[config.mk]
export PLATFORM = sky130hd
export DESIGN_NAME = dacc_fault_prio
export DESIGN_NICKNAME = d
export VERILOG_FILES = /design/src/rtl/dacc_pkg.sv /design/src/rtl/dacc_fault_prio.sv
export SDC_FILE = /design/constraint.sdc
export NUM_CORES = 1
export LEC_CHECK = 0
export ABC_CLOCK_PERIOD_IN_PS = 1600
export CAP_MARGIN = 10
export CELL_PAD_IN_SITES_DETAIL_PLACEMENT = 2
export CELL_PAD_IN_SITES_GLOBAL_PLACEMENT = 2
export CORE_AREA = 2 2 39 41
export DETAILED_ROUTE_END_ITERATION = 10
export DIE_AREA = 0 0 41 43
export DONT_BUFFER_PORTS = 1
export PLACE_DENSITY = 0.37
export SLEW_MARGIN = 20
export SYNTH_ARGS = -nofsm -noshare
export SYNTH_HDL_FRONTEND = slang
export SYNTH_SLANG_ARGS = --single-unit
[constraint.sdc]
create_clock -name vclk -period 1.6
set_input_delay 0.08 -clock vclk [all_inputs]
set_output_delay 0.08 -clock vclk [all_outputs]
set_load 0.02 [all_outputs]
[src/rtl/dacc_pkg.sv]
package dacc_pkg;

   typedef enum logic [2:0] {
      FLT_NONE  = 3'd0,
      FLT_ALIGN = 3'd1,
      FLT_RANGE = 3'd2,
      FLT_MISS  = 3'd3,
      FLT_PROT  = 3'd4,
      FLT_NFO   = 3'd5,
      FLT_SE    = 3'd6
   } flt_e;

   function automatic logic flt_is_xlat(flt_e f);
      return (f == FLT_MISS) || (f == FLT_PROT) || (f == FLT_NFO) || (f == FLT_SE);
   endfunction

endpackage

[src/rtl/dacc_fault_prio.sv]
module dacc_fault_prio
   import dacc_pkg::*;
(
   input  logic misal_i,
   input  logic in_range_i,
   input  logic bypass_req_i,
   input  logic hit_i,
   input  logic ent_valid_i,
   input  logic wr_i,
   input  logic ent_wr_i,
   input  logic ent_nfo_i,
   input  logic ent_se_i,
   input  logic asi_nf_i,
   input  logic pa_uc_i,
   output flt_e fault_o,
   output logic bypass_o,
   output logic uncache_o
);
   always_comb begin
      fault_o   = FLT_NONE;
      bypass_o  = 1'b0;
      uncache_o = 1'b0;
      if (misal_i)
         fault_o = FLT_ALIGN;
      else if (!in_range_i)
         fault_o = FLT_RANGE;
      else if (bypass_req_i)
         bypass_o = 1'b1;
      else if (!hit_i || !ent_valid_i)
         fault_o = FLT_MISS;
      else if (wr_i && !ent_wr_i)
         fault_o = FLT_PROT;
      else if (ent_nfo_i && !asi_nf_i)
         fault_o = FLT_NFO;
      else if (ent_se_i && asi_nf_i)
         fault_o = FLT_SE;
      else
         uncache_o = ent_se_i || pa_uc_i;
   end

endmodule

==> impl_summary.md, run 1 <==
Run status
The run finished with clean final reports.

Die
In this run the core area contains 14 standard-cell rows. The standard cell core area is around 1400 um2. The effective utilization at floorplan is about 7.1%. The floorplan step set the die width to roughly 40 um. The floorplan step set the die height to around 43 um. The die covers around 1800 um2.

In this run the count of I/O pins placed on the die edge is 16.

Place
Including well taps, the total number of placed cells is 34. During placement, the flow inserted port buffers numbering 0. The final weighted congestion in routability-driven placement is ~0.57. The HPWL after detailed placement is 372.5 um.

The placed instances occupy a cell area of around 130 um2.

GRT
The first global-routing pass estimated 607 um of wire. Entering global routing, the biggest net connects 5 pins. The via count of the first global-routing pass is approximately 160.

The total global-route track usage is 4.695%. The number of antenna violations at the first check in global routing is 0. The remaining global-route overflow is 0.

Clocking
Once the clock tree was built, the resizer swapped 0 gates to a different size. The number of hold buffers added after CTS was 0. Once the clock tree was built, the setup fixing pass inserted 0 buffers.

Worst setup path
On the critical path, the stage with the largest delay is an instance of sky130_fd_sc_hd__or3_1. The sum of buffers and inverters on the critical path is 0. The required time of the critical path is between 1.5 and 2 ns.

The critical path startpoint category is an input port. The kind of end point of the critical path is an output pin. STA puts the critical path data arrival time at just over 1 ns. The most critical setup path has its startpoint at bypass_req_i.

The capturing element of the worst setup path is fault_o[2]. The critical path is of the input port to output pin type. The largest driver fanout on the critical path is 2. Grouping stages by cell kind, the critical path spends the most delay in simple AND/OR/NAND/NOR gates. The largest single stage delay on the critical path is 0.41 ns. Traced cell by cell, the critical path runs through nand2b_1 > or3_1 > a21oi_1.

The critical path runs through a total of 3 cells.

Layout
The count of clock buffers in the final design is 0. Across the whole layout, storage elements account for 0 um2. The number of standard cells in the final layout excluding fillers is 34.

0 antenna diodes ended up in the layout. The number of filler cells placed in the layout is approximately 160. From synthesis to final layout, the design area changed by 27.85%. The share of final-layout standard cells stronger than drive strength 1 is between 10% and 20%.

With fillers left out, the area of the finished cells amounts to 126.4 um2. The number of flip-flops and latches is 0. The net count of the finished layout is 31.

Route
The number of design-rule violations left by the first detailed-router iteration is 0. For this run, design rule violations remaining after detail routing come to 0. Dividing the detail-routed wire length by the instance count gives about 12 um. The number of antenna-violating nets in the routed design is 0. The via density per instance is between 3 and 4. Summed over all layers, the routed wires come to around 390 um. The overall via count from detail_route is 132. The count of TritonRoute iterations in the first routing pass is 1.

Yosys
The most common cell in the netlist is sky130_fd_sc_hd__nand2_1. The sequential-to-total area share from yosys stat is 0%. The area of the mapped netlist is 98.85 um2.

Synthesis produced 17 cells. After synthesis, the netlist uses 12 different library cells. The net count of the mapped netlist is 28. Yosys attributes the largest share of cell area to sky130_fd_sc_hd__a31oi_1 13%, sky130_fd_sc_hd__nand2b_1 13%, sky130_fd_sc_hd__nand2_1 11%. The largest total area in the synthesized netlist belongs to sky130_fd_sc_hd__a31oi_1. The share of synthesized area in the top cell type comes to roughly an eighth. After synthesis, the most frequently instantiated cells are 3 x sky130_fd_sc_hd__nand2_1, 2 x sky130_fd_sc_hd__a31oi_1, 2 x sky130_fd_sc_hd__nand2b_1, 2 x sky130_fd_sc_hd__nor2_1. Dividing the synthesized area by the synthesized cell count gives just under 6 um2.

For this run, the number of Yosys warnings is 0.

STA
The transition time at the pin with the least slew margin is ~0.45 ns. Setup repair after global routing left no endpoint under its margin. The hold violation count in the final report is 0.

After routing, the total negative slack on setup checks comes to 0 ns. Hold is met by approximately 0.24 ns. The relative slew slack is a little over two thirds. The worst path uses between 60% and 70% of the clock period. The maximum achievable frequency is approximately 0.91 GHz. The number of setup violations in the final report is 0.

After layout, the minimum clock period comes to roughly 1.1 ns. The number of max-slew violations in the final report is 0.

Pwr
The completed layout was analyzed and its total power is between 20 and 30 uW. The power density normalized to cell area is about 210 nW/um2. The leakage power summed over all cells is roughly 0.000045 uW.

VDD sags by at most ~28 uV.

Worst hold path
The class of the most critical hold timing path is input port to output pin.

Run
Across the run, the number of max-cap violations was 0.
placed cells by master (no fill, tap or decap), drive strengths merged:
master  n
nor2    2
a21oi   1
nor3    1
a31oi   2
nand2b  2
nor3b   1
inv     1
o21bai  1
nand2   3
buf     1
or3     1
nand3   1
mux2i   1
routing by layer:
metal | wire, um | track usage [%] | part of all wire, % | up-vias
li1 | - | - | - | 63
met4 | 0 | 0 | 0 | 0
met1 | 198 | 7.278 | 51 | 53
met3 | 65 | 0.5236 | 17 | 0
met2 | 127 | 7.187 | 32 | 16
met5 | 0 | 0 | 0 | -
per-stage QoR:
step	setup slack, ns	utilization (%)
6_report	0.5026	9.132
5_1_grt	0.4738	9.132
3_3_place_gp	0.5148	9.132
3_5_place_dp	0.5035	9.132
4_1_cts	0.4981	9.132
2_1_floorplan	0.5786	-
cell type report:
type / count / area, um2 / share of cell area (%)
multi-input combinational: 16 / 95.09 / 75.25
tap: 16 / 20.02 / 15.84
timing repair buffer: 1 / 7.507 / 5.941
inverter: 1 / 3.754 / 2.970
logic make-up after synthesis:
group,Yosys count,share of synthesized area (%)
mux,1,10.13
compound gates,4,25.31
simple gates,11,60.76
buf+inv,1,3.794
where the power goes:
group,total [uW],leakage [uW],internal [uW],switching (uW)
registers,0,0,0,0
logic,26.5,0.0000448,10.1,16.4
clock network,0,0,0,0
how the worst min path moves through the flow:
stage	start	to	slack, ns	cells after the start
after floorplan	misal_i	bypass_o	0.24	1
after global routing	misal_i	bypass_o	0.26	1
after CTS	misal_i	bypass_o	0.25	1
final	misal_i	bypass_o	0.24	1
after global placement	misal_i	bypass_o	0.25	1
after detailed placement	misal_i	bypass_o	0.25	1
(Power assumes the default switching activity.)
==> run 2: changes to the inputs <==
--- a/config.mk
+++ b/config.mk
@@ -5,7 +5,8 @@
 export SDC_FILE = /design/constraint.sdc
 export NUM_CORES = 1
 export LEC_CHECK = 0
-export ABC_CLOCK_PERIOD_IN_PS = 1600
+export ABC_AREA = 1
+export ABC_CLOCK_PERIOD_IN_PS = 1100
 export CAP_MARGIN = 10
 export CELL_PAD_IN_SITES_DETAIL_PLACEMENT = 2
 export CELL_PAD_IN_SITES_GLOBAL_PLACEMENT = 2
@@ -13,7 +14,7 @@
 export DETAILED_ROUTE_END_ITERATION = 10
 export DIE_AREA = 0 0 41 43
 export DONT_BUFFER_PORTS = 1
-export PLACE_DENSITY = 0.37
+export PLACE_DENSITY = 0.46
 export SLEW_MARGIN = 20
 export SYNTH_ARGS = -nofsm -noshare
 export SYNTH_HDL_FRONTEND = slang
==> constraint.sdc (replaced) <==
create_clock -name vclk -period 1.1
set_input_delay 0.055 -clock vclk [all_inputs]
set_output_delay 0.055 -clock vclk [all_outputs]
set_load 0.02 [all_outputs]
==> impl_summary.md, run 2 <==
Die
The height of the chip is 43 um (unchanged). The number of rows created at floorplan is 14 (unchanged). The effective utilization at floorplan came to 10.85% (+3.7 points).

The standard cell core area came to 1384 um2 (unchanged). The overall die area is 1763 um2 (unchanged). The number of primary I/O pins is 16 (unchanged). The x dimension of the die was 41 um (unchanged).

Clocking
The count of hold buffers inserted by post-cts repair is 0 (unchanged). The number of gates resized after CTS is 0 (unchanged). The buffers inserted during post-CTS setup optimization came to 0 (unchanged).

STA
The smallest hold slack is 0.1643 ns (-0.08018 ns). The number of setup violations in the final report is 0 (unchanged). Setup repair after global routing left no endpoint under its margin.

The hold violation count in the final report was 0 (unchanged). The worst path needs 0.6786 ns of the cycle, external delays included. The number of max-slew violations in the final report was 0 (unchanged). The relative slew slack is 69.52% (-0.73 points). In the finished design, the share of the clock period the worst path needs comes to roughly 60%.

The transition time at the pin with the least slew margin was 0.4586 ns (+0.01328 ns). Derived from the worst setup path, the maximum achievable clock frequency is 1.474 GHz. The setup TNS is 0 ns (unchanged).

Worst hold path
In this run the worst hold path is classified as input port to output pin.

Route
The mean routed wirelength per cell is 9.543 um (-17%). The count of TritonRoute iterations in the first routing pass came to 1 (unchanged). The overall via count from detail_route is 179 (+36%). The total wire length after detailed routing is 439 um (+12%).

The number of design-rule violations left by the first detailed-router iteration is 0 (unchanged). The remaining design rule violation count is 0 (unchanged). The via density per instance is 3.891 (+0.23%). The number of antenna-violating nets in the routed design came to 0 (unchanged).

Pwr
The power density normalized to cell area is 308.0 nW/um2 (+47%). The overall power consumption is 52.40 uW (+98%). The worst supply voltage drop on vdd is 59.01 uV (+110%). The leakage power summed over all cells is 0.00009001 uW (+100%).

Worst setup path
The endpoint arrival time on the critical path is 0.62 ns (-0.40 ns). The required time of the critical path was 1.04 ns (-0.48 ns). The category of the critical setup timing path is input port to output pin.

The largest driver fanout on the critical path is 3 (+1). The worst setup path is captured at an output pin. STA classifies the critical path startpoint as an input port.

Layout
The utilization of the core after routing is 12.30% (+3.2 points). The footprint of the flip-flops and latches came to 0 um2 (unchanged). The post-layout net count was 43 (+39%). The final design area excluding fillers is 170.2 um2 (+35%).

Compared with the post-synthesis result, the final layout area differs by 13.33%. The library cell used most frequently in the layout, excluding fill and tap cells, is sky130_fd_sc_hd__nand2_1. The number of flip-flops and latches came to 0 (unchanged).

The share of final-layout standard cells stronger than drive strength 1 is 23.33% (+12 points). The count of clock buffers in the final design was 0 (unchanged). The top cell types in the final layout, fill and taps aside, are 8 x sky130_fd_sc_hd__nand2_1, 6 x sky130_fd_sc_hd__inv_1, 5 x sky130_fd_sc_hd__nor2_1.

The antenna cell count is 0 (unchanged).

Yosys
The post-synthesis area per instance is 5.005 um2 (-14%). The area of the mapped netlist is 150.1 um2 (+52%). The largest total area in the synthesized netlist belongs to sky130_fd_sc_hd__nand2_1.

The most common cell in the netlist is sky130_fd_sc_hd__nand2_1. The count of distinct cell types in the synthesized netlist was 13 (+1). The number of synthesis warnings is 0 (unchanged). The gate count after technology mapping was 30 (+13). The sequential-to-total area share from yosys stat is 0% (unchanged). By count the netlist is led by 8 x sky130_fd_sc_hd__nand2_1, 6 x sky130_fd_sc_hd__inv_1, 5 x sky130_fd_sc_hd__nor2_1.

The net count of the mapped netlist is 41 (+46%). The area share of the largest cell type after synthesis is 20.00% (+7.3 points). Ranked by total cell area, the synthesized netlist is headed by sky130_fd_sc_hd__nand2_1 20%, sky130_fd_sc_hd__inv_1 15%, sky130_fd_sc_hd__nor2_1 13%.

GRT
The first-pass GRT wire length is 738 um (+22%). The remaining global-route overflow is 0 (unchanged). The via count of the first global-routing pass is 204 (+29%). The number of antenna violations at the first check in global routing was 0 (unchanged). The total global-route track usage was 5.495% (+0.80 points). The maximum number of pins on one net before global-route repair is 5 (unchanged).

Place
The final weighted congestion in routability-driven placement is 0.6013 (+4.9%). The count of port buffers added during placement is 0 (unchanged). The instance area after placement was 170.2 um2 (+35%).

The final HPWL from detailed placement came to 437.6 um (+17%).

Run status
The flow ran to the end, and the final reports show no timing, DRC or antenna violations.

Run
The number of max-cap violations was 0 (unchanged).
run 2: cell count changes after synthesis, sizes merged:
| cell | before | now |
|---|---|---|
| o21ai | 0 | 1 |
| o21bai | 1 | 0 |
| or3 | 1 | 0 |
| a31oi | 2 | 0 |
| mux2i | 1 | 0 |
| nand3 | 1 | 3 |
| nand2b | 2 | 0 |
| nor2 | 2 | 7 |
| inv | 1 | 7 |
| nand2 | 3 | 10 |
| nor3b | 1 | 0 |
run 2: per-layer routing:
layer | vias to the layer above | global-route usage, % | share of wire (%)
li1 | 90 | - | -
met1 | 80 | 7.595 | 38
met2 | 9 | 9.375 | 48
met3 | 0 | 0.5236 | 13
met4 | 0 | 0 | 0
met5 | - | 0 | 0
run 2: cells by family (layout without fill, tap and decap cells):
logic type	Yosys count	count (layout)	synth area share (%)
compound gates	2	2	6.660
simple gates	21	21	75.84
buf+inv	7	7	17.50
run 2: final timing paths:
path / startpoint / end / slack, ns / cells past startpoint
max: ent_valid_i / uncache_o / 0.42 / 4
min: misal_i / bypass_o / 0.16 / 1
run 2: area by class of cell:
class / instances / area, um2
fillers: 175 / 1214
multi-input cells: 23 / 123.9
well taps: 16 / 20.02
inverters: 7 / 26.28
run 2: critical path, cell delays in order:
cell	delay (ns)
sky130_fd_sc_hd__nand2_1	0.06
sky130_fd_sc_hd__nor2_1	0.11
sky130_fd_sc_hd__nand3_1	0.07
sky130_fd_sc_hd__nor2_1	0.32
run 2: power by group:
part / leakage, uW / switching (uW) / internal [uW]
clock: 0 / 0 / 0
sequential: 0 / 0 / 0
combinational: 0.0000900 / 36.1 / 16.3
total: 0.0000900 / 36.1 / 16.3
run 2: stage by stage:
stage               instances  worst slack, ns
floorplan                  30           0.4809
global placement           46           0.4015
detailed placement         46           0.3944
CTS                        46           0.3932
global route               46           0.3766
finish                     46           0.4214
==> run 3: changes to the inputs <==
--- a/config.mk
+++ b/config.mk
@@ -6,7 +6,7 @@
 export NUM_CORES = 1
 export LEC_CHECK = 0
 export ABC_AREA = 1
-export ABC_CLOCK_PERIOD_IN_PS = 1100
+export ABC_CLOCK_PERIOD_IN_PS = 800
 export CAP_MARGIN = 10
 export CELL_PAD_IN_SITES_DETAIL_PLACEMENT = 2
 export CELL_PAD_IN_SITES_GLOBAL_PLACEMENT = 2
==> constraint.sdc (replaced) <==
create_clock -name vclk -period 0.8
set_input_delay 0.04 -clock vclk [all_inputs]
set_output_delay 0.04 -clock vclk [all_outputs]
set_load 0.02 [all_outputs]
==> impl_summary.md, run 3 (synthesized netlist as in run 2, its figures left out) <==
Place
The pre-CTS setup slack is 0.2184 ns (-0.1760 ns). The final HPWL from detailed placement is 452.5 um (+3.4%). The count of port buffers added during placement is 0 (unchanged). The placed cell count is 48 (+4.3%). The final weighted congestion in routability-driven placement is 0.6258 (+4.1%).

Clocking
The buffers inserted during post-CTS setup optimization is 0 (unchanged). The count of hold buffers inserted by post-cts repair is 0 (unchanged). The number of gates resized after CTS is 0 (unchanged).

GRT
The first-pass GRT wire length is 717 um (-2.8%). The via count of the first global-routing pass is 182 (-11%). The remaining global-route overflow is 0 (unchanged). The number of antenna violations at the first check in global routing is 0 (unchanged). The total global-route track usage is 5.395% (-0.10 points).

The maximum number of pins on one net before global-route repair came to 5 (unchanged).

Layout
The post-layout net count is 45 (+4.7%). Relative to the synthesized area, the layout overhead comes to 23.33%. The count of clock buffers in the final design is 0 (unchanged).

The number of standard cells in the final layout excluding fillers is 48 (+4.3%). The number of filler cells placed in the layout was 176 (+0.57%). The antenna cell count came to 0 (unchanged). The number of flip-flops and latches is 0 (unchanged).

The share of final-layout standard cells stronger than drive strength 1 is 28.13% (+4.8 points). The most common cell after layout, fill and taps aside is sky130_fd_sc_hd__nand2_1. The multi-input combinational cell area was 123.9 um2 (unchanged). The footprint of the flip-flops and latches is 0 um2 (unchanged).

The library cells used most frequently in the layout, excluding fill and tap cells, are 8 x sky130_fd_sc_hd__nand2_1, 6 x sky130_fd_sc_hd__inv_1, 5 x sky130_fd_sc_hd__nor2_1.

Pwr
The power density normalized to cell area is 423.7 nW/um2 (+38%). The leakage power summed over all cells came to 0.0001005 uW (+12%). The net switching share of the total power came to 65.18% (-3.6 points).

The worst supply voltage drop on vdd is 89.33 uV (+51%). The fraction of power consumed by combinational cells is 100.0% (about the same). The power share of the clock group was 0% (unchanged). The sequential fraction of design power is 0% (unchanged). The internal power was 27.32 uW (+67%). The switching component of the power is 51.15 uW (+42%).

Worst setup path
The category of the critical setup timing path is input port to output pin. The endpoint arrival time on the critical path is 0.53 ns (-0.09 ns). The cell type group with the largest total delay on the critical path is simple AND/OR/NAND/NOR gates.

The sum of buffers and inverters on the critical path is 1 (+1). The largest driver fanout on the critical path is 3 (unchanged). Traced cell by cell, the critical path runs through nand2_1 > nor2_1 > nand3_1 > nor2_1 > buf_4. The required time of the critical path came to 0.76 ns (-0.28 ns). STA classifies the critical path endpoint as an output pin. The critical path startpoint category is an input port. The maximum cell stage delay along the critical path is 0.14 ns (-0.18 ns). The cell repeated most along the worst path is sky130_fd_sc_hd__nor2_1. The slowest stage of the critical path belongs to the cell sky130_fd_sc_hd__buf_4.

STA
The transition time at the pin with the least slew margin is 0.3813 ns (-0.07737 ns). Based on the critical path, the design can be clocked at up to approximately 1.8 GHz. Setup repair after global routing left no endpoint under its margin. The setup TNS is 0 ns (unchanged). The final critical path takes up 71.31% of the cycle.

The number of setup violations in the final report is 0 (unchanged). The number of max-slew violations in the final report is 0 (unchanged). The post-route worst setup slack is 0.2295 ns (-0.1919 ns). The time the worst path needs with I/O delays and setup is 0.5705 ns. The hold violation count in the final report is 0 (unchanged).

The relative slew slack is 74.44% (+4.9 points).

Run status
The flow ran to the end, and the final reports show no timing, DRC or antenna violations.

Die
The number of rows created at floorplan is 14 (unchanged). The x dimension of the die is 41 um (unchanged). The standard cell core area came to 1384 um2 (unchanged). The effective utilization at floorplan came to 10.85% (unchanged). The number of primary I/O pins was 16 (unchanged). The height of the chip is 43 um (unchanged). The overall die area is 1763 um2 (unchanged).

Worst hold path
The launch point of the worst hold path is misal_i. The class of the most critical hold timing path is input port to output pin. The depth of the worst hold-timing path is 1 (unchanged).

The hold path endpoint is bypass_o.

Route
The mean routed wirelength per cell is 9.667 um (+1.3%). The overall via count from detail_route is 179 (unchanged). The via density per instance is 3.729 (-4.2%). The number of design-rule violations left by the first detailed-router iteration is 2 (+2). The number of antenna-violating nets in the routed design is 0 (unchanged). The total wire length after detailed routing was 464 um (+5.7%). The remaining design rule violation count was 0 (unchanged). The count of TritonRoute iterations in the first routing pass is 3 (+2).

Run
The number of max-cap violations was 0 (unchanged).
## run 3: changes by cell type in the layout (fill, tap and decap cells not counted), sizes merged
cell  before  now
buf        0    2
## run 3: how the worst max path moves through the flow
stage | start | to | slack (ns) | cells past startpoint
after floorplan | ent_wr_i | fault_o[1] | 0.21 | 4
after global placement | ent_wr_i | fault_o[2] | 0.24 | 5
after detailed placement | ent_valid_i | uncache_o | 0.22 | 5
after CTS | ent_valid_i | uncache_o | 0.21 | 5
after global routing | ent_valid_i | uncache_o | 0.17 | 5
final | ent_valid_i | uncache_o | 0.23 | 5
## run 3: routing by layer
metal / GRT usage [%] / vias to the layer above / wire (um)
met2: 8.750 / 9 / 230
met1: 8.228 / 77 / 194
met3: 0 / 0 / 39
met5: 0 / - / 0
li1: - / 93 / -
met4: 0 / 0 / 0
## run 3: final cells by class
cell class	instances	share of cell area (%)
inverter	7	14.19
multi-input combinational	23	66.89
timing repair buffer	2	8.108
tap	16	10.81
## run 3: power by group through the flow
stage / clock [uW] / combinational (uW) / sequential, uW
detailed placement: 0 / 80.4 / 0
finish: 0 / 78.5 / 0
global placement: 0 / 77.9 / 0
floorplan: 0 / 64.1 / 0
global route: 0 / 87.9 / 0
CTS: 0 / 80.7 / 0
## run 3: metrics by stage
step	hold WS (ns)	util, %	instance area [um2]	power (uW)
global route	0.1366	13.38	185.2	87.86
detailed placement	0.1345	13.38	185.2	80.42
global placement	0.1347	13.38	185.2	77.90
CTS	0.1345	13.38	185.2	80.68
finish	0.1336	13.38	185.2	78.46
floorplan	0.1313	-	150.1	64.11
